`config.mk`:
```
export PLATFORM = sky130hd
export DESIGN_NAME = cpuclk_ctrl
export DESIGN_NICKNAME = d
export VERILOG_FILES = /design/src/rtl/ckc_pkg.sv /design/src/rtl/ckc_regs.sv /design/src/rtl/ckc_standby.sv /design/src/rtl/ckc_cycle.sv /design/src/rtl/ckc_prescale.sv /design/src/rtl/cpuclk_ctrl.sv
export SDC_FILE = /design/constraint.sdc
export NUM_CORES = 1
export LEC_CHECK = 0
export ABC_AREA = 1
export ABC_CLOCK_PERIOD_IN_PS = 4050
export BUFFER_PORTS_ARGS = -buffer_cell sky130_fd_sc_hd__buf_2
export CORE_ASPECT_RATIO = 0.75
export CORE_MARGIN = 3
export CORE_UTILIZATION = 45
export DETAILED_ROUTE_END_ITERATION = 7
export GPL_ROUTABILITY_DRIVEN = 0
export PLACE_DENSITY = 0.65
export RECOVER_POWER = 50
export REMOVE_ABC_BUFFERS = 1
export SYNTH_ARGS = -nofsm -noshare
export SYNTH_HDL_FRONTEND = slang
export SYNTH_SLANG_ARGS = --single-unit
```
`constraint.sdc`:
```
create_clock -name clk -period 4.05 [get_ports clk]
set_input_delay 0.405 -clock clk [delete_from_list [all_inputs] [get_ports clk]]
set_output_delay 0.405 -clock clk [all_outputs]
set_load 0.05 [all_outputs]
```
`src/rtl/ckc_pkg.sv`:
```
// Shared types and helpers for the CPU clock controller.
// Assumes a main-clock ratio of at most MAX_DIV reference clocks.
package ckc_pkg;

    localparam int MAX_DIV = 64;

    typedef enum logic [1:0] {
        DIV64 = 2'd0,
        DIV8  = 2'd1,
        DIV4  = 2'd2
    } div_e;

    // Map the two low processor-mode bits to a divide choice.
    function automatic div_e pcc_decode(input logic [1:0] bits);
        case (bits)
            2'b11:   return DIV4;
            2'b10:   return DIV8;
            default: return DIV64;
        endcase
    endfunction

    // Number of main clocks in one machine cycle for a divide choice.
    function automatic logic [7:0] div_ratio(input div_e d);
        case (d)
            DIV4:    return 8'd4;
            DIV8:    return 8'd8;
            default: return 8'd64;
        endcase
    endfunction

endpackage

```
`src/rtl/ckc_regs.sv`:
```
// Processor mode and system mode registers.
// The oscillator-off bit is accepted only when the source bit is already
// set and is being written as set. A freeze strobe wipes the upper mode bits.
module ckc_regs (
    input  logic       clk,
    input  logic       rst_n,
    input  logic       pcc_we,
    input  logic [3:0] pcc_wdata,
    input  logic       scc_we,
    input  logic [1:0] scc_wdata,
    input  logic       stop_cmd,
    output logic [3:0] pcc_q,
    output logic [1:0] scc_q
);

    // Processor mode register; the freeze strobe overrides a same-cycle write.
    always_ff @(posedge clk) begin
        if (!rst_n) begin
            pcc_q <= 4'd0;
        end else begin
            if (pcc_we)
                pcc_q <= pcc_wdata;
            if (stop_cmd)
                pcc_q[3:2] <= 2'b00;
        end
    end

    // System mode register with the guarded oscillator-off bit.
    always_ff @(posedge clk) begin
        if (!rst_n) begin
            scc_q <= 2'd0;
        end else if (scc_we) begin
            scc_q[0] <= scc_wdata[0];
            scc_q[1] <= scc_wdata[1] & scc_wdata[0] & scc_q[0];
        end
    end

endmodule

```
`src/rtl/ckc_standby.sv`:
```
// Light-sleep and deep-sleep flip-flops.
// Each flop has its own release strobe. A release wins over a set
// arriving in the same cycle. Assumes strobes last one clock.
module ckc_standby (
    input  logic clk,
    input  logic rst_n,
    input  logic halt_cmd,
    input  logic stop_cmd,
    input  logic irq_rel,
    input  logic wt_rel,
    output logic halt_q,
    output logic stop_q
);

    // Light sleep: set by instruction, cleared by interrupt wake.
    always_ff @(posedge clk) begin
        if (!rst_n)
            halt_q <= 1'b0;
        else if (irq_rel)
            halt_q <= 1'b0;
        else if (halt_cmd)
            halt_q <= 1'b1;
    end

    // Deep sleep: set by instruction, cleared only by timer settling pulse.
    always_ff @(posedge clk) begin
        if (!rst_n)
            stop_q <= 1'b0;
        else if (wt_rel)
            stop_q <= 1'b0;
        else if (stop_cmd)
            stop_q <= 1'b1;
    end

endmodule

```
`src/rtl/ckc_cycle.sv`:
```
// Machine-cycle generator. It counts ticks of the active source and
// emits cpu_ce at the end of each cycle, unless a sleep flop is set.
// Source and ratio are sampled only at a cycle end, so no cycle is cut short.
module ckc_cycle
    import ckc_pkg::*;
#(
    parameter int SUB_DIV = 4,
    localparam int CYC_W  = $clog2(MAX_DIV)
) (
    input  logic clk,
    input  logic rst_n,
    input  logic main_tick,
    input  logic sub_tick,
    input  logic sel_sub,
    input  div_e sel_div,
    input  logic halt_q,
    input  logic stop_q,
    output logic act_sub,
    output div_e act_div,
    output logic cyc_end,
    output logic cpu_ce
);

    logic [CYC_W-1:0] cnt;
    logic [CYC_W-1:0] lim;
    logic             src_tick;

    // Pick the live tick and the terminal count of the active setting.
    always_comb begin
        src_tick = act_sub ? sub_tick : main_tick;
        lim      = act_sub ? CYC_W'(SUB_DIV - 1)
                           : CYC_W'(div_ratio(act_div) - 8'd1);
        cyc_end  = src_tick && (cnt == lim);
    end

    // Count source ticks and take the new setting on the boundary.
    always_ff @(posedge clk) begin
        if (!rst_n) begin
            cnt     <= '0;
            act_sub <= 1'b0;
            act_div <= DIV64;
        end else if (cyc_end) begin
            cnt     <= '0;
            act_sub <= sel_sub;
            act_div <= sel_div;
        end else if (src_tick) begin
            cnt     <= cnt + 1'b1;
        end
    end

    // Register the gated enable pulse.
    always_ff @(posedge clk) begin
        if (!rst_n)
            cpu_ce <= 1'b0;
        else
            cpu_ce <= cyc_end && !halt_q && !stop_q;
    end

endmodule

```
`src/rtl/ckc_prescale.sv`:
```
// Peripheral prescaler. A free counter of main clocks gives a tap every
// 2^(PRE_MIN+sel) clocks. The select is clamped to the counter width.
// Assumes the tap select is held steady while in use.
module ckc_prescale #(
    parameter int PRE_W   = 12,
    parameter int PRE_MIN = 3,
    localparam int SEL_W  = 4,
    localparam int KW     = $clog2(PRE_W + 1)
) (
    input  logic             clk,
    input  logic             rst_n,
    input  logic             main_tick,
    input  logic [SEL_W-1:0] tap_sel,
    output logic             per_ce
);

    localparam logic [SEL_W-1:0] SEL_MAX = SEL_W'(PRE_W - PRE_MIN);

    logic [PRE_W-1:0] pre;
    logic [PRE_W-1:0] mask;
    logic [SEL_W-1:0] sel_c;
    logic [KW-1:0]    k;

    // Build the low-bit mask for the clamped tap.
    always_comb begin
        sel_c = (tap_sel > SEL_MAX) ? SEL_MAX : tap_sel;
        k     = KW'(PRE_MIN) + KW'(sel_c);
        mask  = ~({PRE_W{1'b1}} << k);
    end

    // Advance the prescaler on each running main clock.
    always_ff @(posedge clk) begin
        if (!rst_n)
            pre <= '0;
        else if (main_tick)
            pre <= pre + 1'b1;
    end

    // Fire the tap when all masked bits are set.
    always_ff @(posedge clk) begin
        if (!rst_n)
            per_ce <= 1'b0;
        else
            per_ce <= main_tick && ((pre & mask) == mask);
    end

endmodule

```
`src/rtl/cpuclk_ctrl.sv`:
```
// CPU clock controller top. It ties the mode registers, the sleep flops,
// the cycle generator and the prescaler together. The main oscillator
// runs unless deep sleep is set, or the off bit is set while the
// subsystem source is active.
module cpuclk_ctrl
    import ckc_pkg::*;
#(
    parameter int SUB_DIV = 4,
    parameter int PRE_W   = 12,
    parameter int PRE_MIN = 3
) (
    input  logic       clk,
    input  logic       rst_n,
    input  logic       sub_tick,
    input  logic       pcc_we,
    input  logic [3:0] pcc_wdata,
    input  logic       scc_we,
    input  logic [1:0] scc_wdata,
    input  logic       halt_cmd,
    input  logic       stop_cmd,
    input  logic       irq_rel,
    input  logic       wt_rel,
    input  logic [3:0] tap_sel,
    output logic       cpu_ce,
    output logic       per_ce,
    output logic       main_run,
    output logic       halted,
    output logic       stopped,
    output logic [3:0] pcc_q,
    output logic [1:0] scc_q,
    output logic       src_sub
);

    div_e act_div;
    logic cyc_end;

    ckc_regs u_regs (
        .clk       (clk),
        .rst_n     (rst_n),
        .pcc_we    (pcc_we),
        .pcc_wdata (pcc_wdata),
        .scc_we    (scc_we),
        .scc_wdata (scc_wdata),
        .stop_cmd  (stop_cmd),
        .pcc_q     (pcc_q),
        .scc_q     (scc_q)
    );

    ckc_standby u_stby (
        .clk      (clk),
        .rst_n    (rst_n),
        .halt_cmd (halt_cmd),
        .stop_cmd (stop_cmd),
        .irq_rel  (irq_rel),
        .wt_rel   (wt_rel),
        .halt_q   (halted),
        .stop_q   (stopped)
    );

    // Oscillator enable from the freeze flop and the guarded off bit.
    always_comb main_run = !stopped && !(scc_q[1] && src_sub);

    ckc_cycle #(.SUB_DIV(SUB_DIV)) u_cyc (
        .clk       (clk),
        .rst_n     (rst_n),
        .main_tick (main_run),
        .sub_tick  (sub_tick),
        .sel_sub   (scc_q[0]),
        .sel_div   (pcc_decode(pcc_q[1:0])),
        .halt_q    (halted),
        .stop_q    (stopped),
        .act_sub   (src_sub),
        .act_div   (act_div),
        .cyc_end   (cyc_end),
        .cpu_ce    (cpu_ce)
    );

    ckc_prescale #(.PRE_W(PRE_W), .PRE_MIN(PRE_MIN)) u_pre (
        .clk       (clk),
        .rst_n     (rst_n),
        .main_tick (main_run),
        .tap_sel   (tap_sel),
        .per_ce    (per_ce)
    );

endmodule

```
==> results_dict.tcl, run 1 <==
set metrics [dict create \
    min_to "u_stby.stop_q$_SDFFE_PP0P_" \
    grt_max_degree 21 \
    crit_path_end_kind "flip-flop" \
    viasPerCell 4.708 \
    ctsHtreeMaxLevel 2 \
    design.core.area_um2 3423 \
    drcViolationCount 0 \
    syn_area_um2 1678 \
    cts.sinks 31 \
    synth_commonest_cells "nand2_1 (54), inv_1 (37), dfxtp_1 (31), nor2_1 (29), a21oi_1 (18)" \
    drive_gt1_share_pct 16.36 \
    pwr-share-clk_pct 42.7 \
    cts-root-buf "clkbuf_8" \
    fin_crit_sh_pct 47.47 \
    cp_max_fo 5 \
    overflow 0 \
    synth.distinct_cells 29 \
    ys_ff_latch 31 \
    cp.required_ns 4.27 \
    top_level_ports 31 \
    p_switching_w 0.0001870 \
    die_h_um 58.88 \
    fin_skew_ns 0.008016 \
    avgRoutedWirePerCell_um 10.57 \
    yosysTopAreaCellShare_pct 36.99 \
    syn_to_final_growth_pct 16.18 \
    route.vias.total 1530 \
    synth_top_family_by_area "simple AND/OR/NAND/NOR gates" \
    status "complete, no violations" \
    clockBufferDepth 2 \
    arrival_ns 2.14 \
    grt_pass1_wl_um 5802 \
    syn_inst 241 \
    combPwrFrac_pct 12.1 \
    power.internal_w 0.0005292 \
    yosys.area_share.adder_pct 5.220 \
    path_cells "buf_2 > o21ai_0 > inv_1 > nor2_1 > ha_1 > inv_1 > ha_1 > or2_2 > o21ai_0 > nand3_1 > nor2_1" \
    r2r_start "u_cyc.act_div[0]$_SDFFE_PN0P_" \
    synth_compound_area_share_pct 13.87 \
    crit_type "input port to flip-flop" \
    tightest_slew_ns 0.8602 \
    yosys_warnings 0 \
    p_per_area_nw_per_um2 367.4 \
    first_pass_iters 4 \
    setup_viol 0 \
    slew_violations 0 \
    numPortBuffers 30 \
    avgSynthCellArea_um2 6.962 \
    min_from "wt_rel" \
    fmax_mhz 520.2 \
    insertion_delay_ns 0.28 \
    reg2reg_to "u_cyc.cnt[5]$_SDFFE_PP0P_" \
    track_usage_pct 16.36 \
    synth_largest_area_cell "dfxtp_1" \
    cts_setup_buffers 0 \
    num_rows 18 \
    min_period_ns 1.922 \
    synthMuxAreaShare_pct 0 \
    hold_depth 2 \
    synth_top_cells_by_area "dfxtp_1 (37%), nand2_1 (12%), inv_1 (8.3%), nor2_1 (6.5%), a21oi_1 (5.4%)" \
    placed_area_um2 1863 \
    start_util_pct 49.01 \
    p_seq_share_pct 45.3 \
    synth_ff_type "dfxtp_1" \
    chipWidth_um 76.51 \
    hold_path.class "input port to flip-flop" \
    crit_family "simple AND/OR/NAND/NOR gates" \
    slew_headroom_pct 42.65 \
    cts_tree "done" \
    synth-edff-count 0 \
    tns_ns 0 \
    r2r_cells 8 \
    nets 300 \
    fin_area_um2 1949 \
    cts_buffers 5 \
    postCtsResizedCells 0 \
    rsz0062_at_grt "no" \
    async_flop_share_pct 0 \
    finalHoldViolations 0 \
    clkSlewWorstSetupHoldPaths_ns 0.07 \
    ys_seq_area_share_pct 36.99 \
    grt_antenna_before_repair 0 \
    cp_slowest_stage_delay_ns 0.32 \
    synth_most_common_cell "nand2_1" \
    max_cap_viol_count 0 \
    synthSimpleGateAreaFrac_pct 32.74 \
    postRouteAntennaNets 0 \
    critPathLaunchType "input port" \
    crit_buf_inv 3 \
    first_global_vias 1277 \
    cts.hold.buffers_added 0 \
    drt_iter0_drc 118 \
    p_leak_nw 0.9135 \
    sw_frac_of_total_pct 26.12 \
    routed_wl_um 3436 \
    max-vdd-ir-drop_mv 0.2034 \
    synthXorXnorAreaFrac_pct 1.044 \
    cp_slowest_cell "ha_1" \
    antenna_cells 0 \
    dieArea_um2 4505 \
    hpwl_um 2666 \
    setup.worst_path.start "tap_sel[2]" \
    reg2reg_setup_slack_ns 2.51 \
]
## power by group through the flow
stage	clock [W]	sequential [W]	combinational, W
2_1_floorplan	0	0.000342	0.0000498
3_3_place_gp	0	0.000331	0.0000869
3_5_place_dp	0	0.000331	0.0000875
4_1_cts	0.000311	0.000324	0.0000878
5_1_grt	0.000326	0.000326	0.0000975
6_report	0.000306	0.000324	0.0000865
## placed cells by master (no fill, tap or decap), drive strengths merged
cell and n:
dfxtp 31, o21ai 20, nor3 4, or2 3, bufinv 1, inv 37
buf 24, nand2 59, nand4 6, clkinv 3, xor2 2, o21a 1
ha 7, nor2 33, nand3b 2, clkbuf 11, o211ai 1, a21oi 19
nand3 11
## sequential cells by signal, indices dropped and copies added (netlist names)
| signal | count |
|---|---|
| u_regs.pcc_q | 4 |
| u_cyc.cpu_ce | 1 |
| u_stby.stop_q | 1 |
| u_pre.pre | 12 |
| u_cyc.act_sub | 1 |
| u_cyc.act_div | 2 |
| u_stby.halt_q | 1 |
| u_pre.per_ce | 1 |
| u_cyc.cnt | 6 |
| u_regs.scc_q | 2 |
## cells by family (layout without fill, tap and decap cells)
group	after synthesis	in the layout
AOI/OAI and AO/OA	41	41
xor gates and xnor gates	2	2
adders and majority gates	7	7
buffers and inverters	42	76
DFF	31	31
and+or+nand+nor	118	118
## stage by stage
stage	cells	setup slack, ns	total power (W)	hold WS [ns]	util, %
floorplan	237	2.104	0.0003914	0.4510	-
global placement	317	1.887	0.0004183	0.4495	54.42
detailed placement	317	1.862	0.0004187	0.4479	54.42
CTS	325	2.144	0.0007230	0.2637	57.71
global route	325	1.941	0.0007486	0.2610	56.94
finish	325	2.128	0.0007162	0.2759	56.94
## per-layer routing
layer  vias to the layer above  global-route usage [%]  share of wire, %
li1                        832                       -                 -
met1                       644                   23.92                54
met2                        49                   22.53                38
met3                         5                   6.116               6.9
met4                         0                   3.876              0.55
met5                         -                       0                 0
## worst max-delay path by stage
stage / end / slack (ns) / cells after the start
2_1_floorplan: u_pre.per_ce$_SDFF_PN0_ / 2.10 / 10
3_3_place_gp: u_pre.per_ce$_SDFF_PN0_ / 1.89 / 11
5_1_grt: u_pre.per_ce$_SDFF_PN0_ / 1.94 / 11
6_report: u_pre.per_ce$_SDFF_PN0_ / 2.13 / 11
4_1_cts: u_pre.per_ce$_SDFF_PN0_ / 2.14 / 11
3_5_place_dp: u_pre.per_ce$_SDFF_PN0_ / 1.86 / 11
## layout make-up
class                   count  area [um2]
multi-input cells         168       868.3
repair buffers             30       142.6
clock buffers               5       68.82
well taps                  50       62.56
inverters                  38       142.6
flip-flops and latches     31       620.6
clock inverters             3       43.79
fillers                   327        1474
## worst reg2reg max path, stage by stage, from the launching register on
cell,delay [ns]
dfxtp_1,0.33
inv_1,0.04
ha_1,0.28
inv_1,0.05
nor2_1,0.04
o21ai_1,0.32
nand2_4,0.12
nand2_2,0.17
a21oi_1,0.07
(Power assumes the default switching activity.)
==> run 2, diff against run 1 <==
--- a/config.mk
+++ b/config.mk
@@ -6,7 +6,7 @@
 export NUM_CORES = 1
 export LEC_CHECK = 0
 export ABC_AREA = 1
-export ABC_CLOCK_PERIOD_IN_PS = 4050
+export ABC_CLOCK_PERIOD_IN_PS = 2000
 export BUFFER_PORTS_ARGS = -buffer_cell sky130_fd_sc_hd__buf_2
 export CORE_ASPECT_RATIO = 0.75
 export CORE_MARGIN = 3
==> constraint.sdc (replaced) <==
create_clock -name clk -period 2 [get_ports clk]
set_input_delay 0.2 -clock clk [delete_from_list [all_inputs] [get_ports clk]]
set_output_delay 0.2 -clock clk [all_outputs]
set_load 0.05 [all_outputs]
==> run 2 against run 1 <==
  * Sequential power is 100% higher
  * Total power is 83% higher
  * Wire length increased by 0.38%
  * Largest power group unchanged
  * Clock skew decreased by 0.0012 ns
  * First-iteration DRC count down 37%
  * Global-route usage is 0.95 points higher
  * Non-clock buffer count increased by 1
  * Largest cell class unchanged
==> results_dict.tcl, run 2 (same netlist as run 1, synthesis figures left out) <==
set metrics [dict create \
    die_h_um 58.88 \
    chipWidth_um 76.51 \
    largest-register "u_pre.pre" \
    crit_buf_inv 3 \
    slew_violations 0 \
    cp_max_fo 5 \
    tns_ns 0 \
    grt_antenna_before_repair 0 \
    nets 301 \
    fin_skew_ns 0.006858 \
    cts_tree "done" \
    viasPerCell 4.604 \
    cts.sinks 31 \
    drt_iter0_drc 74 \
    largest_registers "u_pre.pre: 12 flops, u_cyc.cnt: 6 flops, u_regs.pcc_q: 4 flops" \
    hold_path.class "input port to flip-flop" \
    max-vdd-ir-drop_mv 0.4113 \
    tightest_slew_ns 0.5990 \
    route.vias.total 1501 \
    postCtsResizedCells 0 \
    numPortBuffers 30 \
    clockBufferDepth 2 \
    cp.required_ns 2.22 \
    insertion_delay_ns 0.29 \
    max_cap_viol_count 0 \
    crit_path_end_kind "flip-flop" \
    first_pass_iters 4 \
    critPathLaunchType "input port" \
    postRouteAntennaNets 0 \
    crit_family "simple AND/OR/NAND/NOR gates" \
    fin_crit_sh_pct 84.28 \
    cp_slowest_cell "ha_1" \
    fmax_mhz 593.3 \
    grt_pass1_wl_um 5934 \
    first_global_vias 1334 \
    hpwl_um 2685 \
    arrival_ns 1.91 \
    overflow 0 \
    placed_area_um2 1871 \
    min_period_ns 1.686 \
    path_cells "buf_2 > o21ai_0 > inv_1 > nor2_1 > ha_1 > inv_1 > ha_1 > or2_2 > o21ai_0 > nand3_1 > nor2_1" \
    p_total_w 0.001313 \
    grt_max_degree 17 \
    ctsHtreeMaxLevel 2 \
    final_common_cell "nand2_1" \
    syn_to_final_growth_pct 14.69 \
    clkSlewWorstSetupHoldPaths_ns 0.07 \
    drive_gt1_share_pct 14.86 \
    design.core.area_um2 3423 \
    routed_wl_um 3449 \
    status "complete, no violations" \
    cp_slowest_stage_delay_ns 0.32 \
    rsz0062_at_grt "no" \
    cts.hold.buffers_added 0 \
    start_util_pct 49.01 \
    p_leak_nw 0.8855 \
    largest_reg_flops 12 \
    fin_area_um2 1924 \
    cts-root-buf "clkbuf_8" \
    setup_viol 0 \
    cts_setup_buffers 0 \
    layout_common_cells "nand2_1 (55), inv_1 (37), dfxtp_1 (31)" \
    dieArea_um2 4505 \
    crit_type "input port to flip-flop" \
    track_usage_pct 17.31 \
    antenna_cells 0 \
    finalHoldViolations 0 \
    drcViolationCount 0 \
    top_level_ports 31 \
    slew_headroom_pct 60.24 \
    avgRoutedWirePerCell_um 10.58 \
    p_per_area_nw_per_um2 682.3 \
    num_rows 18 \
    cts_buffers 5 \
]
-- run 2: cell count changes in the layout (fill, tap and decap cells not counted) --
cell,change
clkinvlp_4,+1
clkinv_4,-1
buf_4,+1
buf_2,-4
bufinv_16,-1
clkbuf_1,+5
-- run 2: final timing paths --
path                            slack [ns]  depth (start not counted)                         start                            to
worst max-delay path                  0.31                         11                    tap_sel[2]       u_pre.per_ce$_SDFF_PN0_
worst min-delay path                  0.06                          2                        wt_rel    u_stby.stop_q$_SDFFE_PP0P_
worst max register to register        0.48                          7    u_cyc.act_sub$_SDFFE_PN0P_    u_pre.pre[10]$_SDFFE_PN0P_
worst min register to register        0.46                          2  u_regs.pcc_q[2]$_SDFFE_PP0P_  u_regs.pcc_q[2]$_SDFFE_PP0P_
-- run 2: per-stage QoR --
step	setup WS (ns)	std cells	util [%]	hold slack, ns
final	0.3145	326	56.21	0.06279
after global routing	0.1070	326	56.21	0.05063
after CTS	0.3194	326	57.13	0.04931
after detailed placement	0.02455	318	54.64	0.3667
after global placement	0.04499	318	54.64	0.3668
after floorplan	0.2589	237	-	0.2768
-- run 2: metal layers --
metal	vias to the layer above	GRT usage, %	part of all wire [%]
met1	639	24.65	55
met2	31	23.28	36
met5	-	0	0
met4	0	7.752	1.9
li1	826	-	-
met3	5	6.116	7.0
-- run 2: power breakdown --
group	switching [W]	total, W	leakage [nW]	internal (W)
Combinational	0.000113	0.000176	0.592	0.0000629
Clock	0.000238	0.000480	0.0412	0.000243
Sequential	0.0000190	0.000657	0.252	0.000638
-- run 2: area by class of cell --
cell class / count / area (um2)
Clock buffer: 6 / 72.57
Clock inverter: 2 / 12.51
Fill cell: 361 / 1499
Inverter: 38 / 142.6
Multi-Input combinational cell: 168 / 868.3
Sequential cell: 31 / 620.6
Tap cell: 50 / 62.56
Timing Repair Buffer: 31 / 145.1
